## src/rtl/nibser_pkg.sv

```systemverilog
package nibser_pkg;
  typedef enum logic {
    MODE_MONO   = 1'b0,
    MODE_COLOUR = 1'b1
  } nib_mode_e;
endpackage

```

## src/rtl/nibser_loader.sv

```systemverilog
// Builds the word to be shifted out and its nibble count from the input bytes.
module nibser_loader #(
  parameter int BYTE_W = 8,
  parameter int NIB_W  = 4,
  localparam int SW    = 2 * BYTE_W,
  localparam int MAXN  = SW / NIB_W,
  localparam int CW    = $clog2(MAXN + 1)
) (
  input  nibser_pkg::nib_mode_e mode,
  input  logic [BYTE_W-1:0]     y_byte,
  input  logic [BYTE_W-1:0]     c_byte,
  output logic [SW-1:0]         word,
  output logic [CW-1:0]         count
);
  localparam int MONO_N = BYTE_W / NIB_W;

  always_comb begin
    if (mode == nibser_pkg::MODE_COLOUR) begin
      word  = {c_byte, y_byte};
      count = CW'(MAXN);
    end else begin
      word  = {y_byte, {BYTE_W{1'b0}}};
      count = CW'(MONO_N);
    end
  end
endmodule

```

## src/rtl/nibser_shifter.sv

```systemverilog
// Shift register emitting one nibble per cycle, most significant first.
module nibser_shifter #(
  parameter int BYTE_W = 8,
  parameter int NIB_W  = 4,
  localparam int SW    = 2 * BYTE_W,
  localparam int MAXN  = SW / NIB_W,
  localparam int CW    = $clog2(MAXN + 1)
) (
  input  logic             clk,
  input  logic             rst,
  input  logic             load,
  input  logic [SW-1:0]    word,
  input  logic [CW-1:0]    count,
  output logic [NIB_W-1:0] nib,
  output logic             stb,
  output logic             busy
);
  logic [SW-1:0] sh;
  logic [CW-1:0] rem;

  assign busy = (rem != '0);

  always_ff @(posedge clk) begin
    if (rst) begin
      sh  <= '0;
      rem <= '0;
      nib <= '0;
      stb <= 1'b0;
    end else if (load) begin
      nib <= word[SW-1 -: NIB_W];
      sh  <= {word[SW-NIB_W-1:0], {NIB_W{1'b0}}};
      rem <= count - CW'(1);
      stb <= 1'b1;
    end else if (busy) begin
      nib <= sh[SW-1 -: NIB_W];
      sh  <= {sh[SW-NIB_W-1:0], {NIB_W{1'b0}}};
      rem <= rem - CW'(1);
      stb <= 1'b1;
    end else begin
      nib <= '0;
      stb <= 1'b0;
    end
  end
endmodule

```

## src/rtl/nibser_href.sv

```systemverilog
// Delayed line-valid: rises with the first nibble, drops after the last.
module nibser_href (
  input  logic clk,
  input  logic rst,
  input  logic load,
  input  logic busy,
  input  logic in_href,
  output logic href_o
);
  always_ff @(posedge clk) begin
    if (rst)        href_o <= 1'b0;
    else if (load)  href_o <= 1'b1;
    else if (!busy) href_o <= href_o & in_href;
  end
endmodule

```

## src/rtl/nibble_serializer.sv

```systemverilog
module nibble_serializer #(
  parameter int BYTE_W = 8,
  parameter int NIB_W  = 4,
  localparam int SW    = 2 * BYTE_W,
  localparam int MAXN  = SW / NIB_W,
  localparam int CW    = $clog2(MAXN + 1)
) (
  input  logic              clk,
  input  logic              rst,
  input  logic              in_href,
  input  logic              in_valid,
  input  logic              in_colour,
  input  logic [BYTE_W-1:0] in_y,
  input  logic [BYTE_W-1:0] in_uv,
  output logic [BYTE_W-1:0] out_bus,
  output logic              out_strobe,
  output logic              out_href
);
  logic [SW-1:0]    word;
  logic [CW-1:0]    count;
  logic [NIB_W-1:0] nib;
  logic             busy;
  logic             load;
  nibser_pkg::nib_mode_e mode;

  assign mode = in_colour ? nibser_pkg::MODE_COLOUR : nibser_pkg::MODE_MONO;
  assign load = in_valid & in_href & ~busy;

  nibser_loader #(.BYTE_W(BYTE_W), .NIB_W(NIB_W)) u_loader (
    .mode(mode), .y_byte(in_y), .c_byte(in_uv), .word(word), .count(count)
  );

  nibser_shifter #(.BYTE_W(BYTE_W), .NIB_W(NIB_W)) u_shift (
    .clk(clk), .rst(rst), .load(load), .word(word), .count(count),
    .nib(nib), .stb(out_strobe), .busy(busy)
  );

  nibser_href u_href (
    .clk(clk), .rst(rst), .load(load), .busy(busy), .in_href(in_href),
    .href_o(out_href)
  );

  generate
    if (BYTE_W > NIB_W) begin : g_pad
      assign out_bus = {nib, {(BYTE_W-NIB_W){1'b0}}};
    end else begin : g_nopad
      assign out_bus = nib;
    end
  endgenerate
endmodule

```

## config.mk

```make
export PLATFORM = sky130hd
export DESIGN_NAME = nibble_serializer
export DESIGN_NICKNAME = d
export VERILOG_FILES = /design/src/rtl/nibser_pkg.sv /design/src/rtl/nibser_loader.sv /design/src/rtl/nibser_shifter.sv /design/src/rtl/nibser_href.sv /design/src/rtl/nibble_serializer.sv
export SDC_FILE = /design/constraint.sdc
export NUM_CORES = 1
export LEC_CHECK = 0
export CAP_MARGIN = 10
export CORE_MARGIN = 1
export CORE_UTILIZATION = 45
export CTS_CLUSTER_DIAMETER = 100
export DETAILED_ROUTE_END_ITERATION = 10
export PLACE_DENSITY = 0.74
export SYNTH_ARGS = -nofsm -noshare
export SYNTH_HDL_FRONTEND = slang
export SYNTH_HIERARCHICAL = 1
export SYNTH_SLANG_ARGS = --single-unit
```

## constraint.sdc

```tcl
create_clock -name clk -period 2.6 [get_ports clk]
set_input_delay 0.52 -clock clk [delete_from_list [all_inputs] [get_ports clk]]
set_output_delay 0.52 -clock clk [all_outputs]
set_load 0.005 [all_outputs]
```

* Yosys cells after proc, flatten, opt, wreduce, memory -nomap -nowiden
Index checks and enable logic that the tools add are counted.
** Storage, ports and cells
- Bits in registers :: 21
- Input port bits :: 21
- Output and inout port bits :: 10
** Cells by class
- $add $sub $neg :: 2
- Equality and inequality tests :: 1
- Mux-type cells :: 13
- Bitwise operators :: 4
- Reduce and logical (&&, ||, !) cells :: 2
** Operators by type and width (number)
- 2-to-1 mux 16 bit :: 3
- 2-to-1 mux 3 bit :: 3
- 2-to-1 mux 4 bit :: 2
- subtractor 3 x 1 -> 3 bit, second input constant :: 2
- 2-to-1 mux 1 bit :: 5
- AND 1 bit :: 3
- nonzero test 3 bit :: 1
- inequality test 2 x 1 -> 1 bit, second input constant :: 1
- nonzero test 2 bit :: 1
- NOT 1 bit :: 1

* Depth between registers and ports, before layout
Gate-level depths: netlist (run 1).
- Depth after elaboration :: 4
- Depth in mapped cells :: 10
- Depth with buffers taken out :: 7

* By module
Netlist (run 1), hierarchy kept.
** By module, submodules not included
- nibser_shifter :: times used 1, cells each 93, area an instance 878.3 µm², seq. area each 400.4 µm²
- nibser_loader :: times used 1, cells each 22, area an instance 188.9 µm², seq. area each 0.0 µm²
- nibble_serializer :: times used 1, cells each 6, area an instance 42.5 µm², seq. area each 0.0 µm²
- nibser_href :: times used 1, cells each 4, area an instance 33.8 µm², seq. area each 20.0 µm²

* Worst setup path before layout (run 1)
Ideal clock, no wire load.
- Path kind :: register to register
- Start :: reg u_shift.rem[0]
- End :: reg u_shift.rem[2]
- Data arrival time :: 1.918 ns
- Data required time :: 2.478 ns
- Path slack :: 0.560 ns
- Cell stages (with the launch flop) :: 11
- Period minus slack after synthesis :: 2.040 ns
- Cell sequence :: dfxtp_1 > nor3_4 > inv_2 > buf_4 > and3b_1 > buf_2 > buf_2 > mux2i_1 > ha_1 > xor2_1 > nor2_1
** Between the ends
- Word-level cells in the longest chain between the ends :: 4
- Elaborated cells between the ends (all ways) :: 7
- Those cells by class :: add/sub (1); mux (2); bitwise (2); reduce/logical (2)
** Ends and longest elaborated chain
- start, declared :: RTL line nibser_shifter.sv:19 : logic [CW-1:0] rem;
- start signal, assigned :: RTL line nibser_shifter.sv:32 : rem <= count - CW'(1);
- start signal, assigned :: RTL line nibser_shifter.sv:37 : rem <= rem - CW'(1);
- nonzero test 3 bit * :: RTL line nibser_shifter.sv:21 : assign busy = (rem != '0);
- named net busy :: RTL line nibble_serializer.sv:22 : logic busy;
- NOT 1 bit * :: RTL line nibble_serializer.sv:27 : assign load = in_valid & in_href & ~busy;
- AND 1 bit * :: RTL line nibble_serializer.sv:27
- named net load :: RTL line nibble_serializer.sv:23 : logic load;
- 2-to-1 mux 3 bit / nonzero test 2 bit (equally long branches)
Mark *: on every way through the listed nets, which the timed path passes. The rest lies on a longest branch. The select of a mux whose other input is x is not followed.
A chain may end at the register's enable or synchronous reset.

* Final worst setup path (run 1)
- Start :: reg u_shift.rem[0]
- End :: reg u_shift.sh[9]
** Between the ends
- Word-level cells in the longest chain between the ends :: 4
- Elaborated cells between the ends (all ways) :: 5
- Those cells by class :: mux (1); bitwise (2); reduce/logical (2)
** Ends and longest elaborated chain
- nonzero test 3 bit * :: RTL line nibser_shifter.sv:21
- named net busy :: RTL line nibble_serializer.sv:22
- NOT 1 bit * :: RTL line nibble_serializer.sv:27
- AND 1 bit * :: RTL line nibble_serializer.sv:27
- named net load :: RTL line nibble_serializer.sv:23
- 2-to-1 mux 16 bit / nonzero test 2 bit (equally long branches)
- end signal, assigned :: RTL line nibser_shifter.sv:31 : sh <= {word[SW-NIB_W-1:0], {NIB_W{1'b0}}};
- end signal, assigned :: RTL line nibser_shifter.sv:36 : sh <= {sh[SW-NIB_W-1:0], {NIB_W{1'b0}}};
- end, declared :: RTL line nibser_shifter.sv:18 : logic [SW-1:0] sh;
Mark *: on every way through the listed nets, which the timed path passes. The rest lies on a longest branch.

==> flow_summary.toml, run 1 <==
[layout]
fill_cells = 207
layout.nets = 169
n_antenna_cell = 0
multi_input_area_um2 = 576
final_common_cell = "clkdlybuf4s50_1"
drive_above_1_share_pct = 14.4
area_growth_pct = 21.4
final_cell_mix = "26 x clkdlybuf4s50_1, 21 x dfxtp_1, 14 x a21oi_1"
final_util_pct = 60.5
final-seq-area_um2 = 420

[clock_tree]
cts_resized = 0
cts_sinks = 21
post_cts_buffers = 0
clock-root-buffer = "clkbuf_4"
ctsHoldBuffers = 0
clock_path_buffers = 2
numCtsBuffers = 3
clock_latency_ps = 310
cts_tree = "done"
path_clk_slew_ps = 120
htree_levels = 1

[synthesis]
yosys_warnings = 6
synth_cells = 125
yosys.area.top_type_share_pct = 36.8
seq_area_frac_synth_pct = 36.8
ys_seq_elements = 21
synth.distinct_cells = 26
ys_top_cells_by_area = "dfxtp_1 37%, a221oi_2 7.9%, a21oi_1 6.1%"
syn-mean-instance-area_um2 = 9.15
yosys_most_used_dff = "dfxtp_1"
yosysTopAreaCell = "dfxtp_1"
async_flop_share_pct = 0
synth-edff-count = 0
netlist_area_um2 = 1140

[floorplan]
row_count = 17
start_util_pct = 49.8
fp.dieW_um = 52.4
core_area_um2 = 2300
die_area_um2 = 2750
die_h_um = 52.4
num_io_pins = 31

[sta]
finalWorstPathRequiredPeriod_ps = 2080
grt_setup_unrepaired = "false"
fin_hold_ws_ps = 472
slew_headroom_pct = 55.6
period_share_pct = 80.0
finalMaxSlewViolations = 0
max_freq_ghz = 0.481
worst_pin_slew_ps = 663
tns_ps = 0
setup_viol = 0
fin_skew_ps = 4.48
hold_violations = 0

[critical_path]
cp_common_cell = "buf_4"
r2r-start = "u_shift/rem[0]"
crit_fanout = 32
slowest_stage = "buf_4"
crit_buf_inv = 3
end_kind = "flop"
crit_family = "buffers and inverters"
critPathLaunchType = "flop"
startpoint = "u_shift/rem[0]"
setup.worst_path.class = "reg -> reg"
cp_cell_sequence = "nor3_4 -> buf_4 -> inv_2 -> and3b_1 -> buf_4 -> a21oi_1 -> a221oi_1"
critPathArrivalTime_ps = 2300
required_ps = 2820
slowest_delay_ps = 380

[min_path]
min-delay-start = "u_shift/sh[6]"
hp-class = "reg -> reg"

[global_routing]
antenna_found_initial = 0
grt_pass1_wl_mm = 3.53
grtUsageTotal_pct = 17.7
grt_max_degree = 33
grt_overflow = 0
first_global_vias = 823

[detailed_routing]
drt_iter0_drc = 6
drc = 0
num_vias = 893
first_pass_iters = 4
via_per_inst = 5.13
antenna_left = 0
wl_per_cell_um = 12.2
totalWireLength_mm = 2.12

[power_and_ir_drop]
leakage_nw = 0.531
power_density_nw_per_um2 = 719
ir_worst_vdd_v = 0.000567

[placed_design]
place.gp.congestion = 0.747
io_buffers = 26
hpwl_mm = 1.47

[job]
maxCapViolations = 0

[outcome]
status = "complete, no violations"
==> per-layer routing <==
layer / track usage [%] / vias up / share of wire, % / wire length, µm
met5: 0 / - / 0 / 0
met1: 20.4 / 408 / 46 / 971
met4: 7.46 / 0 / 1.1 / 23
met2: 30.0 / 28 / 48 / 1020
met3: 5.51 / 5 / 5.3 / 112
li1: - / 452 / - / -
==> synthesized netlist by cell type, types with 2 or more instances <==
cell type,instances
a221oi_1,2
a21oi_1,14
mux2_1,2
buf_2,4
nor2_1,5
inv_1,12
conb_1,2
mux2i_1,6
mux2_2,5
nand2_1,13
dfxtp_1,21
a221oi_2,6
nand3b_1,5
buf_4,7
buf_6,3
and2_1,8
==> sequential cells by signal (all words and copies together), names as in the netlist <==
register       flops
u_shift/nib        4
u_shift/rem        3
u_shift/stb        1
u_href/href_o      1
u_shift/sh        12
==> layout make-up <==
class / count / share of cell area [%]
sequential: 21 / 30.3
clock buffer: 4 / 1.89
inverter: 13 / 3.51
multi-input combinational: 79 / 41.4
timing repair buffer: 29 / 20.4
tap: 28 / 2.52
==> per-stage QoR <==
stage	cells	setup slack (ps)	cell area (µm²)	power, W
6_report	174	520	1390	0.000998
2_1_floorplan	128	560	1150	0.000744
5_1_grt	174	375	1390	0.00107
3_5_place_dp	170	441	1360	0.000845
3_3_place_gp	170	489	1360	0.000828
4_1_cts	174	534	1390	0.00101
==> worst min-delay path: cells and delay by family, from the launching register on <==
family / cells / cell delay [ps]
DFF: 1 / 330
and+or+nand+nor: 1 / 60
AOI/OAI and AO/OA: 1 / 50
==> where the power goes <==
group          leakage (nW)  switching, W  internal (W)
registers             0.172     0.0000394      0.000396
logic                 0.344      0.000211      0.000192
clock network        0.0150      0.000100     0.0000599
==> worst paths after layout <==
check | cells after the start | slack, ps | to
min reg2reg | 2 | 470 | u_shift/sh[10]
max reg2reg | 7 | 520 | u_shift/sh[9]
max | 7 | 520 | u_shift/sh[9]
min | 2 | 470 | u_shift/sh[10]
==> cells by family (layout without fill, tap and decap cells) <==
logic type                 count (synthesis)  in the layout  synth area share [%]
DFF                                       21             21                  36.8
muxes                                     14             14                  13.5
and+or+nand+nor                           33             33                  15.8
AOI/OAI and AO/OA                         25             25                  17.6
xor gates and xnor gates                   1              1                 0.766
adders and majority gates                  1              1                  1.09
other                                      2              5                 0.657
buffers and inverters                     28             46                  13.9
Note: power is estimated with default switching activity, not from simulation.
==> run 2: changes to the inputs <==
--- a/config.mk
+++ b/config.mk
@@ -7,10 +7,10 @@
 export LEC_CHECK = 0
 export CAP_MARGIN = 10
 export CORE_MARGIN = 1
-export CORE_UTILIZATION = 45
+export CORE_UTILIZATION = 42
 export CTS_CLUSTER_DIAMETER = 100
 export DETAILED_ROUTE_END_ITERATION = 10
-export PLACE_DENSITY = 0.74
+export PLACE_DENSITY = 0.73
 export SYNTH_ARGS = -nofsm -noshare
 export SYNTH_HDL_FRONTEND = slang
 export SYNTH_HIERARCHICAL = 1
==> constraint.sdc (replaced) <==
create_clock -name clk -period 1.7 [get_ports clk]
set_input_delay 0.34 -clock clk [delete_from_list [all_inputs] [get_ports clk]]
set_output_delay 0.34 -clock clk [all_outputs]
set_load 0.005 [all_outputs]
==> flow_summary.toml, run 2 (synthesis results as in run 1) <==
[sta]
setup_slack_ps = -28.0
max_freq_ghz = 0.579
fin_skew_ps = 2.18
finalMaxSlewViolations = 0
grt_setup_unrepaired = "true"
period_share_pct = 102
finalWorstPathRequiredPeriod_ps = 1730
setup_viol = 1
hold_violations = 0

[global_routing]
grt_pass1_wl_mm = 3.75
grtUsageTotal_pct = 18.2
grt_max_degree = 20
grt_overflow = 0
antenna_found_initial = 0
first_global_vias = 890

[clock_tree]
clock_latency_ps = 300
cts_tree = "done"
cts_sinks = 21
clock_path_buffers = 2
htree_levels = 1
numCtsBuffers = 3
path_clk_slew_ps = 120
ctsHoldBuffers = 0
clock-root-buffer = "clkbuf_4"

[floorplan]
die_h_um = 54.2
core_area_um2 = 2520
fp.dieW_um = 54.2
row_count = 18
die_area_um2 = 2940
num_io_pins = 31
start_util_pct = 45.3

[layout]
n_antenna_cell = 0
final_common_cell = "clkdlybuf4s50_1"
largest_reg_flops = 12
layout.nets = 175
final-seq-area_um2 = 423
multi_input_area_um2 = 583
area_growth_pct = 26.6
fill_cells = 253
top_register = "u_shift/sh"
final_cell_mix = "26 x clkdlybuf4s50_1, 19 x dfxtp_1, 14 x a21oi_1"
final_util_pct = 57.4
drive_above_1_share_pct = 21.7
reg_top3 = "u_shift/sh x12, u_shift/nib x4, u_shift/rem x3"

[min_path]
hp-class = "reg -> reg"
hold_end = "u_shift/sh[15]"
min-delay-start = "u_shift/sh[11]"
holdPathStages = 2

[critical_path]
required_ps = 1890
r2r_slack_ps = -30
r2r_cells = 7
r2r-start = "u_shift/rem[0]"
timing.rr.end = "u_shift/rem[2]"
critPathArrivalTime_ps = 1920
end_kind = "flop"
startpoint = "u_shift/rem[0]"
critPathLaunchType = "flop"
crit_fanout = 5
setup.worst_path.class = "reg -> reg"

[detailed_routing]
drc = 0
antenna_left = 0
totalWireLength_mm = 2.40
via_per_inst = 5.06
first_pass_iters = 4
wl_per_cell_um = 13.2
num_vias = 921
drt_iter0_drc = 15

[outcome]
status = "finished with violations"
violations = "setup timing"

[placed_design]
io_buffers = 26
preCtsSetupSlack_ps = -251
hpwl_mm = 1.72
place.gp.congestion = 0.758

[power_and_ir_drop]
leakage_nw = 0.563
ir_worst_vdd_v = 0.00103
power_density_nw_per_um2 = 1110

[job]
maxCapViolations = 0
run 2: final cells by class:
cell class / instances / share of cell area, %
clock buffers: 3 / 1.56
inverters: 13 / 3.37
clock inverters: 1 / 0.346
repair buffers: 35 / 22.6
multi-input cells: 79 / 40.3
flip-flops and latches: 21 / 29.2
well taps: 30 / 2.59
run 2: how the worst max path moves through the flow:
stage | end | slack [ps] | depth (start not counted)
floorplan | u_shift/rem[2] | -200 | 10
global placement | u_shift/rem[2] | -140 | 6
detailed placement | u_shift/rem[2] | -250 | 6
CTS | u_shift/rem[2] | 3 | 7
global route | u_shift/rem[2] | -90 | 7
finish | u_shift/rem[2] | -30 | 7
run 2: report_power, final:
group | internal, W | switching [W]
Sequential | 0.000608 | 0.0000606
Combinational | 0.000341 | 0.000353
Clock | 0.0000875 | 0.000154
Total | 0.00104 | 0.000568
run 2: what timing repair did:
item,4_1_cts,5_1_grt
endpoints found under the setup margin,3,6
resized for setup,3,0
pin swaps,2,1
setup buffers,1,0
run 2: worst max-delay path, cell delays in order (launching register included):
cell,delay [ps]
dfxtp_2,350
nor3_4,200
inv_2,50
and3b_2,300
mux2i_2,290
ha_2,220
xor2_1,150
nor2_1,50
run 2: through the flow:
stage / cell area [µm²] / hold slack, ps / TNS [ps] / std cells / power, W
finish: 1450 / 478 / -28.0 / 182 / 0.00160
detailed placement: 1410 / 464 / -2350 / 177 / 0.00135
global placement: 1410 / 454 / -852 / 177 / 0.00131
CTS: 1450 / 483 / 0 / 182 / 0.00161
floorplan: 1170 / 406 / -338 / 128 / 0.00116
global route: 1450 / 502 / -201 / 182 / 0.00171
run 2: routing by layer:
| metal | global-route usage [%] | wire (µm) | vias to the layer above |
|---|---|---|---|
| met5 | 0 | 0 | - |
| met4 | 6.41 | 16 | 0 |
| met3 | 2.82 | 118 | 2 |
| met2 | 34.8 | 1240 | 24 |
| met1 | 19.8 | 1020 | 434 |
| li1 | - | - | 461 |
==> run 3: changes to the inputs <==
--- a/config.mk
+++ b/config.mk
@@ -5,8 +5,7 @@
 export SDC_FILE = /design/constraint.sdc
 export NUM_CORES = 1
 export LEC_CHECK = 0
-export CAP_MARGIN = 10
-export CORE_MARGIN = 1
+export CAP_MARGIN = 20
 export CORE_UTILIZATION = 42
 export CTS_CLUSTER_DIAMETER = 100
 export DETAILED_ROUTE_END_ITERATION = 10
==> results of run 3 <==
Same layout as run 2: the final DEF is identical, and so are final timing and power.
